===== src/rtl/flash_tick_pkg.sv =====
package flash_tick_pkg;

  // Strobes from control to datapath
  typedef struct packed {
    logic loadCfg;   // capture configuration setting
    logic loadDbg;   // capture debug setting
    logic clrCount;  // restart prescaler and divide counters
  } tickStrobe_t;

endpackage


===== src/rtl/flash_tick_dp.sv =====
module flash_tick_dp
  import flash_tick_pkg::*;
#(
  parameter int SET_W     = 7,
  parameter int PRE_RATIO = 8
) (
  input  logic             clk,
  input  logic             rst,
  input  tickStrobe_t      strobe,
  input  logic [SET_W-1:0] cfgWrData,
  input  logic [SET_W-1:0] dbgLoadData,
  input  logic             recoveryActive,
  output logic [SET_W-1:0] effSetting,
  output logic             tickEn
);
  localparam int DIV_W = SET_W - 1;
  localparam int CNT_W = DIV_W + 1;
  localparam int PRE_W = (PRE_RATIO > 1) ? $clog2(PRE_RATIO) : 1;

  logic [SET_W-1:0] cfgReg;
  logic [SET_W-1:0] dbgReg;
  logic [CNT_W-1:0] divCnt;
  logic [CNT_W-1:0] divLimit;
  logic             preOn;
  logic             preEdge;

  always_ff @(posedge clk) begin
    if (rst) begin
      cfgReg <= '0;
      dbgReg <= '0;
    end else begin
      if (strobe.loadCfg) cfgReg <= cfgWrData;
      if (strobe.loadDbg) dbgReg <= dbgLoadData;
    end
  end

  assign effSetting = recoveryActive ? dbgReg : cfgReg;
  assign preOn      = effSetting[SET_W-1];
  // last count value of a 2*(N+1) cycle is 2N+1
  assign divLimit   = {effSetting[DIV_W-1:0], 1'b1};

  generate
    if (PRE_RATIO > 1) begin : g_pre
      logic [PRE_W-1:0] preCnt;
      localparam logic [PRE_W-1:0] PRE_LAST = PRE_W'(PRE_RATIO - 1);

      always_ff @(posedge clk) begin
        if (rst || strobe.clrCount || !preOn) preCnt <= '0;
        else if (preCnt == PRE_LAST)          preCnt <= '0;
        else                                  preCnt <= preCnt + 1'b1;
      end

      assign preEdge = !preOn || (preCnt == PRE_LAST);
    end else begin : g_nopre
      assign preEdge = 1'b1;
    end
  endgenerate

  always_ff @(posedge clk) begin
    if (rst || strobe.clrCount) begin
      divCnt <= '0;
    end else if (preEdge) begin
      if (divCnt == divLimit) divCnt <= '0;
      else                    divCnt <= divCnt + 1'b1;
    end
  end

  always_ff @(posedge clk) begin
    if (rst) tickEn <= 1'b0;
    else     tickEn <= !strobe.clrCount && preEdge && (divCnt == divLimit);
  end

endmodule


===== src/rtl/flash_tick_ctrl.sv =====
module flash_tick_ctrl
  import flash_tick_pkg::*;
#(
  parameter int SET_W = 7
) (
  input  logic             clk,
  input  logic             rst,
  input  logic             cfgWrEn,
  input  logic             dbgLoadEn,
  input  logic             recoveryActive,
  input  logic [SET_W-1:0] effSetting,
  input  logic             cmdReq,
  output tickStrobe_t      strobe,
  output logic             setValid,
  output logic             cmdGrant,
  output logic             cmdReject
);
  logic [SET_W-1:0] prevSetting;
  logic             prevSrc;
  logic             cfgSeen;
  logic             dbgSeen;
  logic             restart;

  assign restart = (effSetting != prevSetting) || (recoveryActive != prevSrc);

  always_ff @(posedge clk) begin
    if (rst) begin
      prevSetting <= '0;
      prevSrc     <= 1'b0;
      cfgSeen     <= 1'b0;
      dbgSeen     <= 1'b0;
    end else begin
      prevSetting <= effSetting;
      prevSrc     <= recoveryActive;
      if (cfgWrEn)   cfgSeen <= 1'b1;
      if (dbgLoadEn) dbgSeen <= 1'b1;
    end
  end

  always_comb begin
    strobe          = '0;
    strobe.loadCfg  = cfgWrEn;
    strobe.loadDbg  = dbgLoadEn;
    strobe.clrCount = restart;
  end

  assign setValid  = recoveryActive ? dbgSeen : cfgSeen;
  assign cmdGrant  = cmdReq && setValid;
  assign cmdReject = cmdReq && !setValid;

endmodule


===== src/rtl/flash_tick_gen.sv =====
module flash_tick_gen
  import flash_tick_pkg::*;
#(
  parameter int SET_W     = 7,
  parameter int PRE_RATIO = 8
) (
  input  logic             clk,
  input  logic             rst,
  input  logic             cfgWrEn,
  input  logic [SET_W-1:0] cfgWrData,
  input  logic             dbgLoadEn,
  input  logic [SET_W-1:0] dbgLoadData,
  input  logic             recoveryActive,
  input  logic             cmdReq,
  output logic             cmdGrant,
  output logic             cmdReject,
  output logic             setValid,
  output logic [SET_W-1:0] activeSetting,
  output logic             tickEn
);
  tickStrobe_t strobe;

  flash_tick_ctrl #(.SET_W(SET_W)) i_ctrl (
    .clk, .rst, .cfgWrEn, .dbgLoadEn, .recoveryActive,
    .effSetting(activeSetting), .cmdReq,
    .strobe, .setValid, .cmdGrant, .cmdReject
  );

  flash_tick_dp #(.SET_W(SET_W), .PRE_RATIO(PRE_RATIO)) i_dp (
    .clk, .rst, .strobe, .cfgWrData, .dbgLoadData, .recoveryActive,
    .effSetting(activeSetting), .tickEn
  );

endmodule


===== config.mk =====
export PLATFORM = sky130hd
export DESIGN_NAME = flash_tick_gen
export DESIGN_NICKNAME = d
export VERILOG_FILES = /design/src/rtl/flash_tick_pkg.sv /design/src/rtl/flash_tick_dp.sv /design/src/rtl/flash_tick_ctrl.sv /design/src/rtl/flash_tick_gen.sv
export SDC_FILE = /design/constraint.sdc
export NUM_CORES = 1
export LEC_CHECK = 0
export BUFFER_PORTS_ARGS = -buffer_cell sky130_fd_sc_hd__buf_2
export CAP_MARGIN = 10
export CELL_PAD_IN_SITES_DETAIL_PLACEMENT = 1
export CELL_PAD_IN_SITES_GLOBAL_PLACEMENT = 1
export CORE_AREA = 3 3 68 70
export DETAILED_ROUTE_END_ITERATION = 8
export DIE_AREA = 0 0 71 73
export PLACE_DENSITY_LB_ADDON = 0.08
export RECOVER_POWER = 50
export SYNTH_ARGS = -nofsm -noshare
export SYNTH_HDL_FRONTEND = slang
export SYNTH_SLANG_ARGS = --single-unit

===== constraint.sdc =====
create_clock -name clk -period 1.9 [get_ports clk]
set_clock_uncertainty 0.15 [all_clocks]
set_input_delay 0.285 -clock clk [delete_from_list [all_inputs] [get_ports clk]]
set_output_delay 0.285 -clock clk [all_outputs]
set_load 0.005 [all_outputs]

* Yosys cells after proc, flatten, opt, wreduce, memory -nomap -nowiden *
Cells that the tools add are included.
W data, S select, Z words.

operators by class
  reduce and logical (&&, ||, !) cells = 12
  $add $sub $neg = 2
  equal/unequal tests = 4
  muxes and demuxes = 3

operators with widths
  kind                   count
  $mux W7                2
  $add A7 B1 Y7 const B  1
  $eq A7 B7 Y1           1
  $ne A7 B7 Y1           1
  $logic_and A1 B1 Y1    4
  $logic_or A1 B1 Y1     4
  $add A3 B1 Y3 const B  1
  $eq A3 B3 Y1 const B   1
  $logic_not A1 Y1       3
  $reduce_or A2 Y1       1
  $mux W1                1
  $ne A1 B1 Y1           1

storage, ports and cells
  word-level logic and storage cells = 30
  input port bits = 20
  bits in registers = 35
  output and inout bits = 11

* Longest topological paths before layout *
  depth after elaboration = 6
  depth in mapped cells = 7
  gate-level depth less buffers = 6

* Modules after synthesis *
From an unflattened synthesis, not the netlist that was laid out.

unflattened totals
  cells, all modules = 157
  area, all modules = 1596.5 µm²

by module, submodules not included
  module           sequential area each (µm²)  instances  cells an instance  area an instance (µm²)
  flash_tick_dp    500.5                       1          117                1186.1
  flash_tick_ctrl  200.2                       1          40                 410.4

* Worst setup path before layout *
Ideal clock, no wire load.

  path kind = register to register
  start point = reg i_dp.g_pre.preCnt[0]
  end point = reg i_dp.tickEn
  period minus slack after synthesis = 1.679 ns
  setup time = 0.066 ns
  data required time = 1.684 ns
  setup slack = 0.221 ns
  data arrival time = 1.464 ns
  stages on the path, launching flop included = 8
  path buffers = 1
  cells stage by stage = dfxtp_1 -> ha_1 -> ha_1 -> or2_1 -> buf_2 -> nand4_1 -> nor2_2 -> nor2b_1

on the way
  word-level cells in the longest chain between the ends = 4

ends and longest elaborated chain
  element                            RTL line             source
  from (decl)                        flash_tick_dp.sv:44  logic [PRE_W-1:0] preCnt;
  from (signal assigned)             flash_tick_dp.sv:50  else preCnt <= preCnt + 1'b1;
  $eq A3 B3 Y1                       flash_tick_dp.sv:53  assign preEdge = !preOn || (preCnt == PRE_LAST);
  $logic_or A1 B1 Y1                 flash_tick_dp.sv:53
  $logic_and A1 B1 Y1 (2 in series)  flash_tick_dp.sv:70  else tickEn <= !strobe.clrCount && preEdge && (divCnt == divLimit);
  to (signal assigned)               flash_tick_dp.sv:70
  to (decl)                          flash_tick_dp.sv:14  output logic tickEn

No other way between the ends.
A chain may end at the register's enable or synchronous reset.

* Worst setup path after layout *
  start point = reg i_dp.g_pre.preCnt[0]
  end point = reg i_dp.divCnt[2]

on the way
  word-level cells in the longest chain between the ends = 2

ends and longest elaborated chain
  element               RTL line             source
  $eq A3 B3 Y1          flash_tick_dp.sv:53
  $logic_or A1 B1 Y1    flash_tick_dp.sv:53
  to (signal assigned)  flash_tick_dp.sv:64  else divCnt <= divCnt + 1'b1;
  to (decl)             flash_tick_dp.sv:22  logic [CNT_W-1:0] divCnt;

No other way between the ends.

==> reports/qor.yml <==
track_usage_pct: 15.2
cts_sinks: 35
antenna_found_initial: 0
final_common_cell: "dfxtp_1"
routed_via_density: 4.70
worst_slack_ps: 157
p_leak_nw: 0.929
cp.arrival_ps: 1760
start_kind: "register"
row_count: 23
final_cell_mix: "dfxtp_1, buf_2, nor2_1, buf_4, mux2i_1"
drive_gt1_share_pct: 36.1
finalSetupViolCount: 0
coreArea_sq_um: 4030
die_w_um: 71
grt_start_max_net_pins: 25
path_buf_inv: 1
cts_hold_buf: 0
dp_cells: 244
fin_nets: 224
crit_required_ps: 1920
clkLatencyLatePin_ps: 280
cp_slowest_cell: "dfxtp_1"
crit_fanout: 6
overflow: 0
ant_nets: 0
start_util_pct: 39.8
fin_crit_sh_pct: 91.8
vias: 1185
syn_to_final_growth_pct: 25.3
worst_pin_slew_ps: 1050
crit_top_cell: "ha_1"
fin_area_sq_um: 2010
crit_chain: "ha_1, ha_1, or2_1, buf_4, nand2_1, xor2_1, nor3_2"
place_hpwl_um: 2760
powerDensity_nw_per_um2: 795
peakVddDrop_v: 0.000392
die-area_sq_um: 5180
critical_path_class: "reg2reg"
maxSlewHeadroom_pct: 30.1
fmax_ghz: 0.574
syn_area_sq_um: 1610
clk_pin_slew_ps: 70
h-tree-depth: 2
synth-seq-cells: 35
numCtsBuffers: 5
post-place-ws_ps: -317
drv_cap: 0
grt_first_pass_wirelength_um: 6090
num_antenna_cells: 0
drtIter0Drc: 26
cpPeakStageDelay_ps: 330
yosysSeqAreaShare_pct: 43.6
portBuffers: 30
synth.avg_cell_area_sq_um: 10.5
drc: 0
layout_min_cycle_time_ps: 1740
synth_area_leaders: "dfxtp_1, mux2i_1, mux2i_4"
synth_area_leader_cell: "dfxtp_1"
synthDistinctLibCells: 24
synthesis.yosys.warnings: 0
hp-class: "in2reg"
dr.pass1.iters: 4
rsz0062_at_grt: "no"
drt_wl_total_um: 3500
die_h_um: 73
post_dp_cell_area_sq_um: 1910
io_pins: 31
postCtsSetupBuffers: 0
syn-instance-count: 153
place.gp.congestion: 0.770
status: "finished, final reports clean"
wl_per_cell_um: 13.9
cp_top_family: "adder cells"
clock-root-buffer: "clkbuf_8"
endpoint_kind: "register"
hold_viol: 0
stdcell_count: 252
first_global_vias: 1307
clockBufferDepth: 2
fillers: 468
syn-num-nets: 176
cts_tree: "built"
slew_violations: 0
synth_top_area_share_pct: 43.6
## power breakdown
group / total, mW / internal [mW] / switching [mW]
Sequential: 0.790 / 0.764 / 0.0260
Clock: 0.585 / 0.331 / 0.254
Combinational: 0.225 / 0.121 / 0.104
Total: 1.60 / 1.22 / 0.385
## worst paths after layout
check                                          start                   end  slack [ps]  cells after the start
worst max-delay path            i_dp.g_pre.preCnt[0]        i_dp.divCnt[2]         160                      7
worst min-delay path                  dbgLoadData[4]        i_dp.dbgReg[4]          90                      3
worst max register to register  i_dp.g_pre.preCnt[0]        i_dp.divCnt[2]         160                      7
worst min register to register  i_dp.g_pre.preCnt[0]  i_dp.g_pre.preCnt[0]         310                      1
## Yosys cell counts
master / instances
nor2b_1: 3
clkbuf_1: 5
or2_1: 1
o31ai_1: 1
ha_1: 3
nor2_1: 26
mux2i_1: 17
inv_1: 7
o211a_1: 1
buf_6: 2
dfxtp_1: 35
nor3_2: 9
nor4_1: 1
buf_2: 1
nand3_1: 2
xor2_1: 12
mux2i_4: 6
nor3_1: 1
inv_2: 3
and2_1: 1
nand2_1: 2
nand4_1: 5
nor2_2: 1
xnor2_1: 8
## kinds of logic (layout without fill, tap and decap cells)
| kind of cell | count (synthesis) | after routing | synth area share (%) |
|---|---|---|---|
| mux | 23 | 23 | 19.0 |
| flops | 35 | 35 | 43.6 |
| buf+inv | 18 | 67 | 5.22 |
| simple gates | 52 | 52 | 17.8 |
| fa+ha+maj | 3 | 3 | 2.34 |
| xor+xnor | 20 | 20 | 10.9 |
| compound gates | 2 | 2 | 1.09 |
## final cells by class
cell class	instances	area, sq um	area share (%)
Inverter	10	37.5	1.87
Clock buffer	8	100	4.98
Timing Repair Buffer	49	290	14.4
Tap cell	50	62.6	3.11
Sequential cell	35	701	34.8
Multi-Input combinational cell	100	821	40.8
## per-layer routing
layer	wire length (um)	vias to the layer above	track usage, %
li1	-	593	-
met1	1550	562	17.2
met2	1730	25	27.2
met3	167	5	3.99
met4	47	0	6.05
met5	0	-	0
## repair_timing
item	4_1_cts	5_1_grt
gates resized for setup	1	0
hold endpoints to repair	0	0
endpoints found under the setup margin	3	0
## stage by stage
step / util, % / TNS (ps) / hold slack (ps) / total power, mW
floorplan: - / 0 / 267 / 0.942
global placement: 47.5 / -2450 / 278 / 1.03
detailed placement: 47.5 / -2900 / 298 / 1.04
CTS: 50.1 / 0 / 83.3 / 1.63
global route: 49.9 / 0 / 87.0 / 1.69
finish: 49.9 / 0 / 86.3 / 1.60
## sequential cells by signal (all words and copies together), names as in the netlist
signal,flops
i_dp.dbgReg,7
i_dp.cfgReg,7
i_ctrl.prevSrc,1
i_dp.g_pre.preCnt,3
i_ctrl.prevSetting,7
i_dp.divCnt,7
i_dp.tickEn,1
i_ctrl.cfgSeen,1
i_ctrl.dbgSeen,1
## worst register-to-register path, cell delays in order, from the launching register on
cell and delay (ps):
dfxtp_1 330, ha_1 200, ha_1 210, or2_1 270
buf_4 180, nand2_1 80, xor2_1 180, nor3_2 50
Power figures use the tool's default switching activity.
